### src/rtl/prot_seq_pkg.sv
package prot_seq_pkg;

  typedef enum logic [1:0] {
    TGT_PPB     = 2'd0,
    TGT_SECURE  = 2'd1,
    TGT_PWLOCK  = 2'd2,
    TGT_PERLOCK = 2'd3
  } tgt_e;

  typedef enum logic [3:0] {
    S_IDLE, S_UNL1, S_UNL2, S_PROT, S_WAIT, S_VRD, S_STAT, S_LSTAT, S_RESP
  } state_e;

  localparam logic [11:0] UNL_A1 = 12'h555;
  localparam logic [11:0] UNL_A2 = 12'h2AA;
  localparam logic [7:0]  UNL_D1 = 8'hAA;
  localparam logic [7:0]  UNL_D2 = 8'h55;
  localparam logic [7:0]  CMD_PROT    = 8'h60;
  localparam logic [7:0]  CMD_STATUS  = 8'h90;
  localparam logic [7:0]  CMD_LOCKSET = 8'h78;
  localparam logic [7:0]  CMD_LSTATUS = 8'h58;
  localparam logic [7:0]  CMD_RESET   = 8'hF0;
  localparam logic [7:0]  ACT_PROG    = 8'h68;
  localparam logic [7:0]  ACT_ERASE   = 8'h60;
  localparam logic [7:0]  VFY_PROG    = 8'h48;
  localparam logic [7:0]  VFY_ERASE   = 8'h40;
  localparam logic [7:0]  TB_PPB      = 8'h02;

  function automatic logic tgt_valid(input logic [7:0] b);
    return (b == 8'h02) || (b == 8'h1A) || (b == 8'h0A) || (b == 8'h12);
  endfunction

  function automatic tgt_e tgt_code(input logic [7:0] b);
    case (b)
      8'h1A:   return TGT_SECURE;
      8'h0A:   return TGT_PWLOCK;
      8'h12:   return TGT_PERLOCK;
      default: return TGT_PPB;
    endcase
  endfunction

  function automatic int unsigned wait_cycles(input int unsigned ns, input int unsigned period_ns);
    return (ns + period_ns - 1) / period_ns;
  endfunction

endpackage

### src/rtl/prot_bus_sync.sv
module prot_bus_sync #(
  parameter int SYNC_STAGES = 2
) (
  input  logic clk,
  input  logic rst_n,
  input  logic we_n,
  input  logic re_n,
  output logic ev_wr,
  output logic ev_rd
);
  logic [SYNC_STAGES-1:0] we_sh, re_sh;
  logic we_d, re_d;

  always_ff @(posedge clk or negedge rst_n) begin
    if (!rst_n) begin
      we_sh <= '1;
      re_sh <= '1;
      we_d  <= 1'b1;
      re_d  <= 1'b1;
    end else begin
      we_sh <= {we_sh[SYNC_STAGES-2:0], we_n};
      re_sh <= {re_sh[SYNC_STAGES-2:0], re_n};
      we_d  <= we_sh[SYNC_STAGES-1];
      re_d  <= re_sh[SYNC_STAGES-1];
    end
  end

  assign ev_wr = we_sh[SYNC_STAGES-1] & ~we_d;
  assign ev_rd = re_sh[SYNC_STAGES-1] & ~re_d;
endmodule

### src/rtl/prot_wait_timer.sv
module prot_wait_timer #(
  parameter int CW = 8
) (
  input  logic          clk,
  input  logic          rst_n,
  input  logic          load,
  input  logic [CW-1:0] load_val,
  output logic          done
);
  logic [CW-1:0] count;

  always_ff @(posedge clk or negedge rst_n) begin
    if (!rst_n)            count <= '0;
    else if (load)         count <= load_val;
    else if (count != '0)  count <= count - 1'b1;
  end

  assign done = (count == '0) && !load;
endmodule

### src/rtl/prot_cmd_fsm.sv
module prot_cmd_fsm
  import prot_seq_pkg::*;
#(
  parameter int ADDR_W  = 23,
  parameter int DATA_W  = 16,
  parameter int CW      = 8,
  parameter int N_PROG  = 10,
  parameter int N_ERASE = 20,
  localparam int SEC_W  = ADDR_W - 12
) (
  input  logic              clk,
  input  logic              rst_n,
  input  logic              ev_wr,
  input  logic              ev_rd,
  input  logic [ADDR_W-1:0] addr,
  input  logic [7:0]        wr_lo,
  input  logic              timer_done,
  input  logic              st_bit,
  input  logic              st_lock,
  output logic              timer_load,
  output logic [CW-1:0]     timer_val,
  output logic              req_prog,
  output logic              req_erase_all,
  output logic              req_lock_set,
  output tgt_e              tgt,
  output logic [SEC_W-1:0]  sector,
  output logic [DATA_W-1:0] rd_data,
  output logic              rd_valid,
  output logic              busy_err,
  output logic              array_mode
);
  state_e            state;
  logic              erasing, lock_rd;
  logic [11:0]       a12;
  logic [7:0]        abyte;
  logic [SEC_W-1:0]  asec;
  logic [7:0]        vfy_code;

  assign a12      = addr[11:0];
  assign abyte    = addr[7:0];
  assign asec     = addr[ADDR_W-1:12];
  assign vfy_code = erasing ? VFY_ERASE : VFY_PROG;

  always_ff @(posedge clk or negedge rst_n) begin
    if (!rst_n) begin
      state         <= S_IDLE;
      erasing       <= 1'b0;
      lock_rd       <= 1'b0;
      tgt           <= TGT_PPB;
      sector        <= '0;
      timer_load    <= 1'b0;
      timer_val     <= '0;
      req_prog      <= 1'b0;
      req_erase_all <= 1'b0;
      req_lock_set  <= 1'b0;
      rd_data       <= '0;
      rd_valid      <= 1'b0;
      busy_err      <= 1'b0;
    end else begin
      timer_load    <= 1'b0;
      req_prog      <= 1'b0;
      req_erase_all <= 1'b0;
      req_lock_set  <= 1'b0;
      rd_valid      <= 1'b0;
      busy_err      <= 1'b0;
      if (ev_wr) begin
        if (wr_lo == CMD_RESET) begin
          state <= S_IDLE;
        end else begin
          case (state)
            S_IDLE: if (a12 == UNL_A1 && wr_lo == UNL_D1) state <= S_UNL1;
            S_UNL1: state <= (a12 == UNL_A2 && wr_lo == UNL_D2) ? S_UNL2 : S_IDLE;
            S_UNL2: begin
              state <= S_IDLE;
              if (a12 == UNL_A1) begin
                case (wr_lo)
                  CMD_PROT:    state <= S_PROT;
                  CMD_STATUS:  state <= S_STAT;
                  CMD_LSTATUS: state <= S_LSTAT;
                  CMD_LOCKSET: req_lock_set <= 1'b1;
                  default:     state <= S_IDLE;
                endcase
              end
            end
            S_PROT: begin
              if (wr_lo == ACT_PROG && tgt_valid(abyte)) begin
                tgt        <= tgt_code(abyte);
                sector     <= asec;
                erasing    <= 1'b0;
                req_prog   <= 1'b1;
                timer_load <= 1'b1;
                timer_val  <= CW'(N_PROG);
                state      <= S_WAIT;
              end else if (wr_lo == ACT_ERASE && abyte == TB_PPB) begin
                tgt           <= TGT_PPB;
                sector        <= asec;
                erasing       <= 1'b1;
                req_erase_all <= 1'b1;
                timer_load    <= 1'b1;
                timer_val     <= CW'(N_ERASE);
                state         <= S_WAIT;
              end else begin
                state <= S_IDLE;
              end
            end
            S_WAIT: begin
              if (!timer_done)
                busy_err <= 1'b1;
              else if (wr_lo == vfy_code && tgt_valid(abyte) && tgt_code(abyte) == tgt)
                state <= S_VRD;
              else
                state <= S_IDLE;
            end
            default: state <= S_IDLE;
          endcase
        end
      end else if (ev_rd) begin
        case (state)
          S_VRD: begin
            lock_rd <= 1'b0;
            state   <= S_RESP;
          end
          S_STAT: begin
            if (tgt_valid(abyte)) begin
              tgt     <= tgt_code(abyte);
              sector  <= asec;
              lock_rd <= 1'b0;
              state   <= S_RESP;
            end else begin
              state <= S_IDLE;
            end
          end
          S_LSTAT: begin
            lock_rd <= 1'b1;
            state   <= S_RESP;
          end
          default: ;
        endcase
      end else if (state == S_RESP) begin
        rd_valid <= 1'b1;
        rd_data  <= lock_rd ? {{(DATA_W-2){1'b0}}, st_lock, 1'b0}
                            : {{(DATA_W-1){1'b0}}, st_bit};
        state    <= S_IDLE;
      end
    end
  end

  assign array_mode = (state == S_IDLE);
endmodule

### src/rtl/prot_seq_decoder.sv
module prot_seq_decoder
  import prot_seq_pkg::*;
#(
  parameter int ADDR_W        = 23,
  parameter int DATA_W        = 16,
  parameter int CLK_PERIOD_NS = 20,
  parameter int PROG_WAIT_NS  = 100000,
  parameter int ERASE_WAIT_NS = 1200000,
  localparam int SEC_W   = ADDR_W - 12,
  localparam int N_PROG  = int'(wait_cycles(PROG_WAIT_NS, CLK_PERIOD_NS)),
  localparam int N_ERASE = int'(wait_cycles(ERASE_WAIT_NS, CLK_PERIOD_NS)),
  localparam int N_MAX   = (N_PROG > N_ERASE) ? N_PROG : N_ERASE,
  localparam int CW      = $clog2(N_MAX + 1)
) (
  input  logic              clk,
  input  logic              rst_n,
  input  logic              bus_we_n,
  input  logic              bus_re_n,
  input  logic [ADDR_W-1:0] bus_addr,
  input  logic [DATA_W-1:0] bus_wdata,
  output logic [DATA_W-1:0] bus_rdata,
  output logic              rd_valid,
  output logic              req_prog,
  output logic              req_erase_all,
  output logic              req_lock_set,
  output logic [1:0]        req_target,
  output logic [SEC_W-1:0]  req_sector,
  input  logic              st_bit,
  input  logic              st_lock,
  output logic              busy_err,
  output logic              array_mode
);
  logic          ev_wr, ev_rd, timer_load, timer_done;
  logic [CW-1:0] timer_val;
  logic [7:0]    wr_lo;
  tgt_e          tgt;
  logic          unused_hi;

  assign wr_lo     = bus_wdata[7:0];
  assign unused_hi = ^bus_wdata[DATA_W-1:8];

  prot_bus_sync #(.SYNC_STAGES(2)) sync_i (
    .clk(clk), .rst_n(rst_n), .we_n(bus_we_n), .re_n(bus_re_n),
    .ev_wr(ev_wr), .ev_rd(ev_rd)
  );

  prot_wait_timer #(.CW(CW)) timer_i (
    .clk(clk), .rst_n(rst_n), .load(timer_load), .load_val(timer_val),
    .done(timer_done)
  );

  prot_cmd_fsm #(
    .ADDR_W(ADDR_W), .DATA_W(DATA_W), .CW(CW),
    .N_PROG(N_PROG), .N_ERASE(N_ERASE)
  ) fsm_i (
    .clk(clk), .rst_n(rst_n), .ev_wr(ev_wr), .ev_rd(ev_rd),
    .addr(bus_addr), .wr_lo(wr_lo), .timer_done(timer_done),
    .st_bit(st_bit), .st_lock(st_lock),
    .timer_load(timer_load), .timer_val(timer_val),
    .req_prog(req_prog), .req_erase_all(req_erase_all),
    .req_lock_set(req_lock_set), .tgt(tgt), .sector(req_sector),
    .rd_data(bus_rdata), .rd_valid(rd_valid), .busy_err(busy_err),
    .array_mode(array_mode)
  );

  assign req_target = tgt;
endmodule

### config.mk
export PLATFORM = sky130hd
export DESIGN_NAME = prot_seq_decoder
export DESIGN_NICKNAME = d
export VERILOG_FILES = /design/src/rtl/prot_seq_pkg.sv /design/src/rtl/prot_bus_sync.sv /design/src/rtl/prot_wait_timer.sv /design/src/rtl/prot_cmd_fsm.sv /design/src/rtl/prot_seq_decoder.sv
export SDC_FILE = /design/constraint.sdc
export NUM_CORES = 1
export LEC_CHECK = 0
export ABC_AREA = 0
export BUFFER_PORTS_ARGS = -buffer_cell sky130_fd_sc_hd__buf_2
export CAP_MARGIN = 20
export CORE_MARGIN = 3
export CORE_UTILIZATION = 40
export DETAILED_ROUTE_END_ITERATION = 10
export HOLD_SLACK_MARGIN = 0.06
export SLEW_MARGIN = 20
export SYNTH_ARGS = -nofsm -noshare
export SYNTH_HDL_FRONTEND = slang
export SYNTH_SLANG_ARGS = --single-unit
### constraint.sdc
create_clock -name clk -period 4.05 [get_ports clk]
set_clock_uncertainty 0.1 [all_clocks]
set_input_delay 0.81 -clock clk [delete_from_list [all_inputs] [get_ports clk]]
set_output_delay 0.81 -clock clk [all_outputs]
set_load 0.01 [all_outputs]
==> results of run 1 <==
==> kinds of logic (layout without fill, tap and decap cells) <==
kind of cell / count (synthesis) / in the layout
AND/OR/NAND/NOR: 109 / 109
flip-flops: 51 / 51
multiplexers: 15 / 15
buffers and inverters: 28 / 76
other: 1 / 14
adder cells (fa/ha/maj): 1 / 1
AO/OA/AOI/OAI: 40 / 40
XOR/XNOR: 15 / 15
==> registers in the layout, summed over array words and instances, names as in the netlist, 2 cells and up <==
register         cells
fsm_i.rd_data        2
fsm_i.sector        11
fsm_i.state          4
fsm_i.tgt            2
fsm_i.timer_val      3
sync_i.re_sh         2
sync_i.we_sh         2
timer_i.count       16
==> cell usage after synthesis (all sizes together) (2+ instances only) <==
cell type  number  area [um2]
dfrtp          45        1130
nand2          26        97.6
nor2           20        75.1
o21ai          17        85.1
buf            16         121
mux2           12         165
nand3          10        50.1
inv             9        33.8
nor3            9        56.3
xor2            9        78.8
dfstp           6         158
nor4            6        43.8
xnor2           6        52.6
a21oi           5        25.0
nor4bb          5        50.1
nand2b          4        25.0
nand4           4        25.0
nor4b           4        41.3
clkbuf          3        11.3
mux2i           3        30.0
nor2b           3        18.8
nor3b           3        22.5
o21bai          3        33.8
or3             3        18.8
nand4b          2        17.5
o31ai           2        15.0
o41ai           2        17.5
==> worst max-delay path by stage <==
stage	startpoint	endpoint	cells after the start	slack [ps]
after floorplan	bus_addr[0]	fsm_i.sector[0]	6	1570
after global routing	timer_i.count[0]	fsm_i.state[0]	7	900
after global placement	bus_wdata[2]	fsm_i.sector[2]	5	1090
after CTS	timer_i.count[0]	fsm_i.state[0]	7	1330
after detailed placement	bus_wdata[2]	fsm_i.sector[2]	5	1080
final	timer_i.count[0]	fsm_i.state[0]	7	1320
==> layout make-up <==
| class | count | area, um2 | share of cell area |
|---|---|---|---|
| Clock buffer | 5 | 68.8 | 0.0220 |
| Clock inverter | 3 | 43.8 | 0.0140 |
| Inverter | 9 | 33.8 | 0.0108 |
| Multi-Input combinational cell | 194 | 1300 | 0.415 |
| Sequential cell | 51 | 1280 | 0.411 |
| Tap cell | 77 | 96.3 | 0.0308 |
| Timing Repair Buffer | 59 | 300 | 0.0961 |
==> power by group through the flow <==
stage,Clock (mW),Combinational [mW],Sequential [mW]
2_1_floorplan,0,0.236,0.719
3_3_place_gp,0,0.321,0.726
3_5_place_dp,0,0.328,0.731
4_1_cts,0.361,0.329,0.722
5_1_grt,0.384,0.373,0.742
6_report,0.350,0.325,0.721
==> critical path, delay by kind of cell (launching register included) <==
family	cells	cell delay, ps
AOI/OAI and AO/OA	2	660
adders and majority gates	1	180
buffers and inverters	1	60
DFF	1	410
and+or+nand+nor	3	1250
==> layer usage <==
layer | up-vias | GRT usage | share of wire
li1 | 1023 | - | -
met1 | 964 | 0.217 | 0.51
met2 | 60 | 0.208 | 0.44
met3 | 4 | 0.0169 | 0.044
met4 | 0 | 0.0536 | 0.0086
met5 | - | 0 | 0
==> metrics by stage <==
step,hold slack (ps),utilization,worst slack [ps]
final,256,0.484,1320
after global routing,264,0.484,895
after CTS,257,0.484,1330
after detailed placement,247,0.466,1080
after global placement,246,0.466,1090
after floorplan,245,-,1570
==> metrics.txt, run 1 <==
status finished clean; IO Port Bufs 57; antenna cells 0; Final nets approximately 370; Critical Path RT 4170 ps; I/O pin count 80; clk_lat worst skew roughly 300 ps; global-route wire length before repair 8.83 mm; reg2reg setup slack 1320 ps; post-synthesis cell count 260; PwrDens approximately 450 nW/um2; sequential fraction of the synthesis area 0.476; Mapped Area about 2700 um2; Starting Density 0.418; Fill cells roughly 610; unrepaired setup endpoints after global routing false; ANT nets after route 0; internal power roughly 970 uW; DRC violations left 0; Worst Hold Path Cells 0; Arrival @ worst endpoint roughly 2900 ps; Tot Pwr 1.40 mW; startpoint types flip-flop; chip width 88.1 um; Final Critical Period 2730 ps; Post-CTS Repair Setup Buffers 0; syn_area_per_cell between 10 and 15 um2; cell chain of the critical path inv_1 -> ha_1 -> nor4b_1 -> nand4_1 -> o21ai_0 -> nand3_1 -> o21ai_0; combinational share of power 0.233; Area growth syn-to-layout 15.8%; final setup TNS 0 ps; GRT Util Overall 0.143; reg2reg end fsm_i.state[0]; Max stage delay cell, worst path nand4_1; ys flop type dfrtp_1; DR pass1 iterations 4; GPL Wtd Cong around 0.81; hold endpoint sync_i.re_sh[1]; headroom to the max-slew limit 0.471; num rows 29; FF-to-FF Start timer_i.count[0]; commonest non-fill, non-tap cell in the layout buf_2; WL/cell 13.4 um; P_sw 429 uW; dpl cell area 3010 um2; Syn. warnings 0; DRT iter0 DRCs 59; library cells used by synthesis 57; initial antenna violation count 0; Fin. Hold Viols 0; buffer depth of the longest clock path 2; Cells after DPL 390; main combinational cell family by area after synthesis simple AND/OR/NAND/NOR gates; R2R cell count 7; Worst Max-Slew Pin Slew 793 ps; Clk pin slew, worst setup/hold paths 90 ps; Die ar. 7770 um2; post-CTS sizing 0; CTS Hold Bufs 0; final setup fails 0; DR vias/cell around 5.2; Adder-Cell Fraction of Synth Area 0.00464; fin. max-slew vios 0; final worst path period share 0.675; # clock sinks 51; crit path capture type flip-flop; DP HPWL roughly 4.2 mm; Pleak 1.46 nW; Synth Area in Compound Gates 0.102; fin area 3120 um2; most frequent cells in the layout buf_2 (57), dfrtp_1 (45), nand2_1 (26), nor2_1 (20), o21ai_0 (17); Max VDD drop around 160 uV; sequential power share 0.516; H-tree levels 2; Layout Cells excl Fill 398; DRT Wirelength 5.32 mm; Root Buffer clkbuf_8; hold wc startpoint sync_i.re_sh[0]; largest net degree at the start of global routing 32; Num CTS Buffers 5; Sw Share 0.308; crit-path max cell delay 550 ps; DR vias 2051; vias in the first global route 1904; multiplexer area fraction after synthesis 0.0723; Fmax 366 MHz; Max Cap Viol 0; critical path fanouts, max 11; register bit count reported by yosys 51; Post-synth ARST share 1.00; Hold/Removal Path Class reg2reg; Post-Synth XOR/XNOR Area 0.0487; Clock Power Share 0.251; GRT overflow 0; Post-Synth Simple-Gate Area 0.234; crit path kind reg2reg; CTS tree yes; DIE HEIGHT 88.1 um; EDFF count, synth 0; core box area 6460 um2; share of cells above drive strength 1 0.290; Top cell by count, worst path o21ai_0
Power figures use the tool's default switching activity.
==> run 2: changes to the inputs <==
==> constraint.sdc (replaced) <==
create_clock -name clk -period 2.6 [get_ports clk]
set_clock_uncertainty 0.1 [all_clocks]
set_input_delay 0.52 -clock clk [delete_from_list [all_inputs] [get_ports clk]]
set_output_delay 0.52 -clock clk [all_outputs]
set_load 0.01 [all_outputs]
==> run 2 against run 1 <==
Sequential share of layout area down 0.76 points. Combinational power up 58%. Die area unchanged. Routed wire length up 3.4%. First-iteration DRC count up 98%. Register-to-register slack worse by 950 ps. Count of clock-buffer cells in the layout unchanged. Worst setup slack worse by 1000 ps. Sequential power up 55%.
==> metrics.txt, run 2 (same netlist as run 1, synthesis figures left out) <==
clk_lat worst skew 310 ps (was 300 ps); startpoint types input pin (was flip-flop); Max stage delay cell, worst path o22ai_2 (was nand4_1); DRT Wirelength 5.50 mm (was 5.32 mm); DIE HEIGHT 88.1 um (unchanged); Final nets 376 (was 366); Regs by FF count timer_i.count x16, fsm_i.sector x11, fsm_i.state x4 (unchanged); Layout Cells excl Fill 408 (was 398); Clk pin slew, worst setup/hold paths 110 ps (was 90 ps); Root Buffer clkbuf_8 (unchanged); WL/cell 13.5 um (was 13.4 um); reg2reg setup slack 370 ps (was 1320 ps); initial antenna violation count 0 (unchanged); fin area 3180 um2 (was 3120 um2); DRC violations left 0 (unchanged); GRT overflow 0 (unchanged); commonest non-fill, non-tap cell in the layout buf_2 (unchanged); Most flops, register timer_i.count (unchanged); Tot Pwr 2.12 mW (was 1.40 mW); Final Util 0.493 (was 0.484); Worst Max-Slew Pin Slew 871 ps (was 793 ps); Arrival @ worst endpoint 2430 ps (was 2850 ps); Pleak 1.50 nW (was 1.46 nW); R2R cell count 4 (was 7); chip width 88.1 um (unchanged); Starting Density 0.418 (unchanged); Max Cap Viol 0 (unchanged); vias in the first global route 1827 (was 1904); Hold/Removal Path Class in2async (was reg2reg); Fill cells 629 (was 612); fin. max-slew vios 0 (unchanged); headroom to the max-slew limit 0.419 (was 0.471); share of cells above drive strength 1 0.311 (was 0.290); Post-Route M1 WL 2.68 mm (was 2.70 mm); CTS Hold Bufs 0 (unchanged); DR pass1 iterations 4 (unchanged); status finished clean (unchanged); unrepaired setup endpoints after global routing false (unchanged); # clock sinks 51 (unchanged); DP HPWL 4.31 mm (was 4.16 mm); Area growth syn-to-layout 17.9% (was 15.8%); cell chain of the critical path buf_2 -> or3_1 -> o31a_1 -> o22ai_2 -> mux2_2 (was inv_1 -> ha_1 -> nor4b_1 -> nand4_1 -> o21ai_0 -> nand3_1 -> o21ai_0); Die ar. 7770 um2 (unchanged); core box area 6460 um2 (unchanged); Fmax 429 MHz; IO Port Bufs 57 (unchanged); critical path fanouts, max 13 (was 11); Num CTS Buffers 5 (unchanged); ANT nets after route 0 (unchanged); crit-path max cell delay 660 ps (was 550 ps); Top Layer Used met4 (unchanged); DR vias 2091 (was 2051); largest net degree at the start of global routing 31 (was 32); Post-CTS Repair Setup Buffers 0 (unchanged); FF-to-FF Start sync_i.re_sh[1] (was timer_i.count[0]); DRT iter0 DRCs 117 (was 59); routed length on met3 276 um (was 233 um); Cells after DPL 400 (was 390); WL met2 2.47 mm (was 2.34 mm); final hold slack 111 ps (was 256 ps); final setup fails 0 (unchanged); number of flip-flops in the largest register 16 (unchanged); reg2reg end fsm_i.sector[10] (was fsm_i.state[0]); H-tree levels 2 (unchanged); global-route wire length before repair 8.73 mm (was 8.83 mm); crit path capture type flip-flop (unchanged); Max VDD drop 272 uV (was 163 uV); dpl cell area 3090 um2 (was 3010 um2); most frequent cells in the layout buf_2 (57), dfrtp_1 (45), nand2_1 (26), nor2_1 (20), o21ai_0 (17) (unchanged); Critical Path RT 2700 ps (was 4170 ps); buffer depth of the longest clock path 2 (unchanged); Crit path max-delay family compound AO/OA/AOI/OAI gates (was simple AND/OR/NAND/NOR gates); num rows 29 (unchanged); crit path kind in2reg (was reg2reg); post-CTS sizing 0 (unchanged); GRT Util Overall 0.145 (was 0.143); PwrDens 666 nW/um2 (was 447 nW/um2); Final Critical Period 2330 ps; antenna cells 0 (unchanged); CTS tree yes (unchanged); Fin. Hold Viols 0 (unchanged); GPL Wtd Cong 0.853 (was 0.805); DR vias/cell 5.13 (was 5.15); Crit path buffers/inverters 1 (unchanged); I/O pin count 80 (unchanged); final worst path period share 0.896
[run 2: cell count changes in the layout (fill, tap and decap cells not counted), sizes merged]
cell      before  now
buf           59   69
bufinv         1    0
clkinv         2    1
clkinvlp       0    1
inv            9   10
[run 2: routing by layer]
layer,up-vias,GRT usage
li1,1040,-
met1,983,0.217
met4,0,0.0536
met3,6,0.0245
met2,62,0.212
met5,-,0
[run 2: how the worst max path moves through the flow]
stage,start,end,cells past startpoint
final,bus_wdata[2],fsm_i.sector[3],5
after global routing,bus_addr[0],fsm_i.sector[10],6
after CTS,bus_wdata[2],fsm_i.sector[3],5
after detailed placement,bus_wdata[2],fsm_i.sector[3],5
after global placement,bus_wdata[2],fsm_i.sector[2],5
after floorplan,bus_addr[0],fsm_i.sector[0],6
[run 2: area by class of cell]
cell class / count / area (um2) / area share
multi-input combinational: 194 / 1300 / 0.408
timing repair buffer: 69 / 375 / 0.118
sequential: 51 / 1280 / 0.403
clock inverter: 3 / 27.5 / 0.00865
inverter: 9 / 33.8 / 0.0106
clock buffer: 5 / 68.8 / 0.0216
tap: 77 / 96.3 / 0.0303
[run 2: power by group]
| part | internal, mW | leakage, nW | switching, mW |
|---|---|---|---|
| sequential | 0.964 | 0.622 | 0.161 |
| clock | 0.198 | 0.0463 | 0.285 |
| combinational | 0.262 | 0.830 | 0.252 |
[run 2: through the flow]
stage / setup WS, ps / setup TNS (ps)
2_1_floorplan: 410 / 0
3_3_place_gp: -75.6 / -360
3_5_place_dp: -115 / -777
4_1_cts: 233 / 0
5_1_grt: 132 / 0
6_report: 271 / 0
[run 2: worst reg2reg max path, delay by kind of cell, from the launching register on]
kind               cells  cell delay (ps)
AOI/OAI and AO/OA      1              340
DFF                    1              560
muxes                  1              400
and+or+nand+nor        2              730
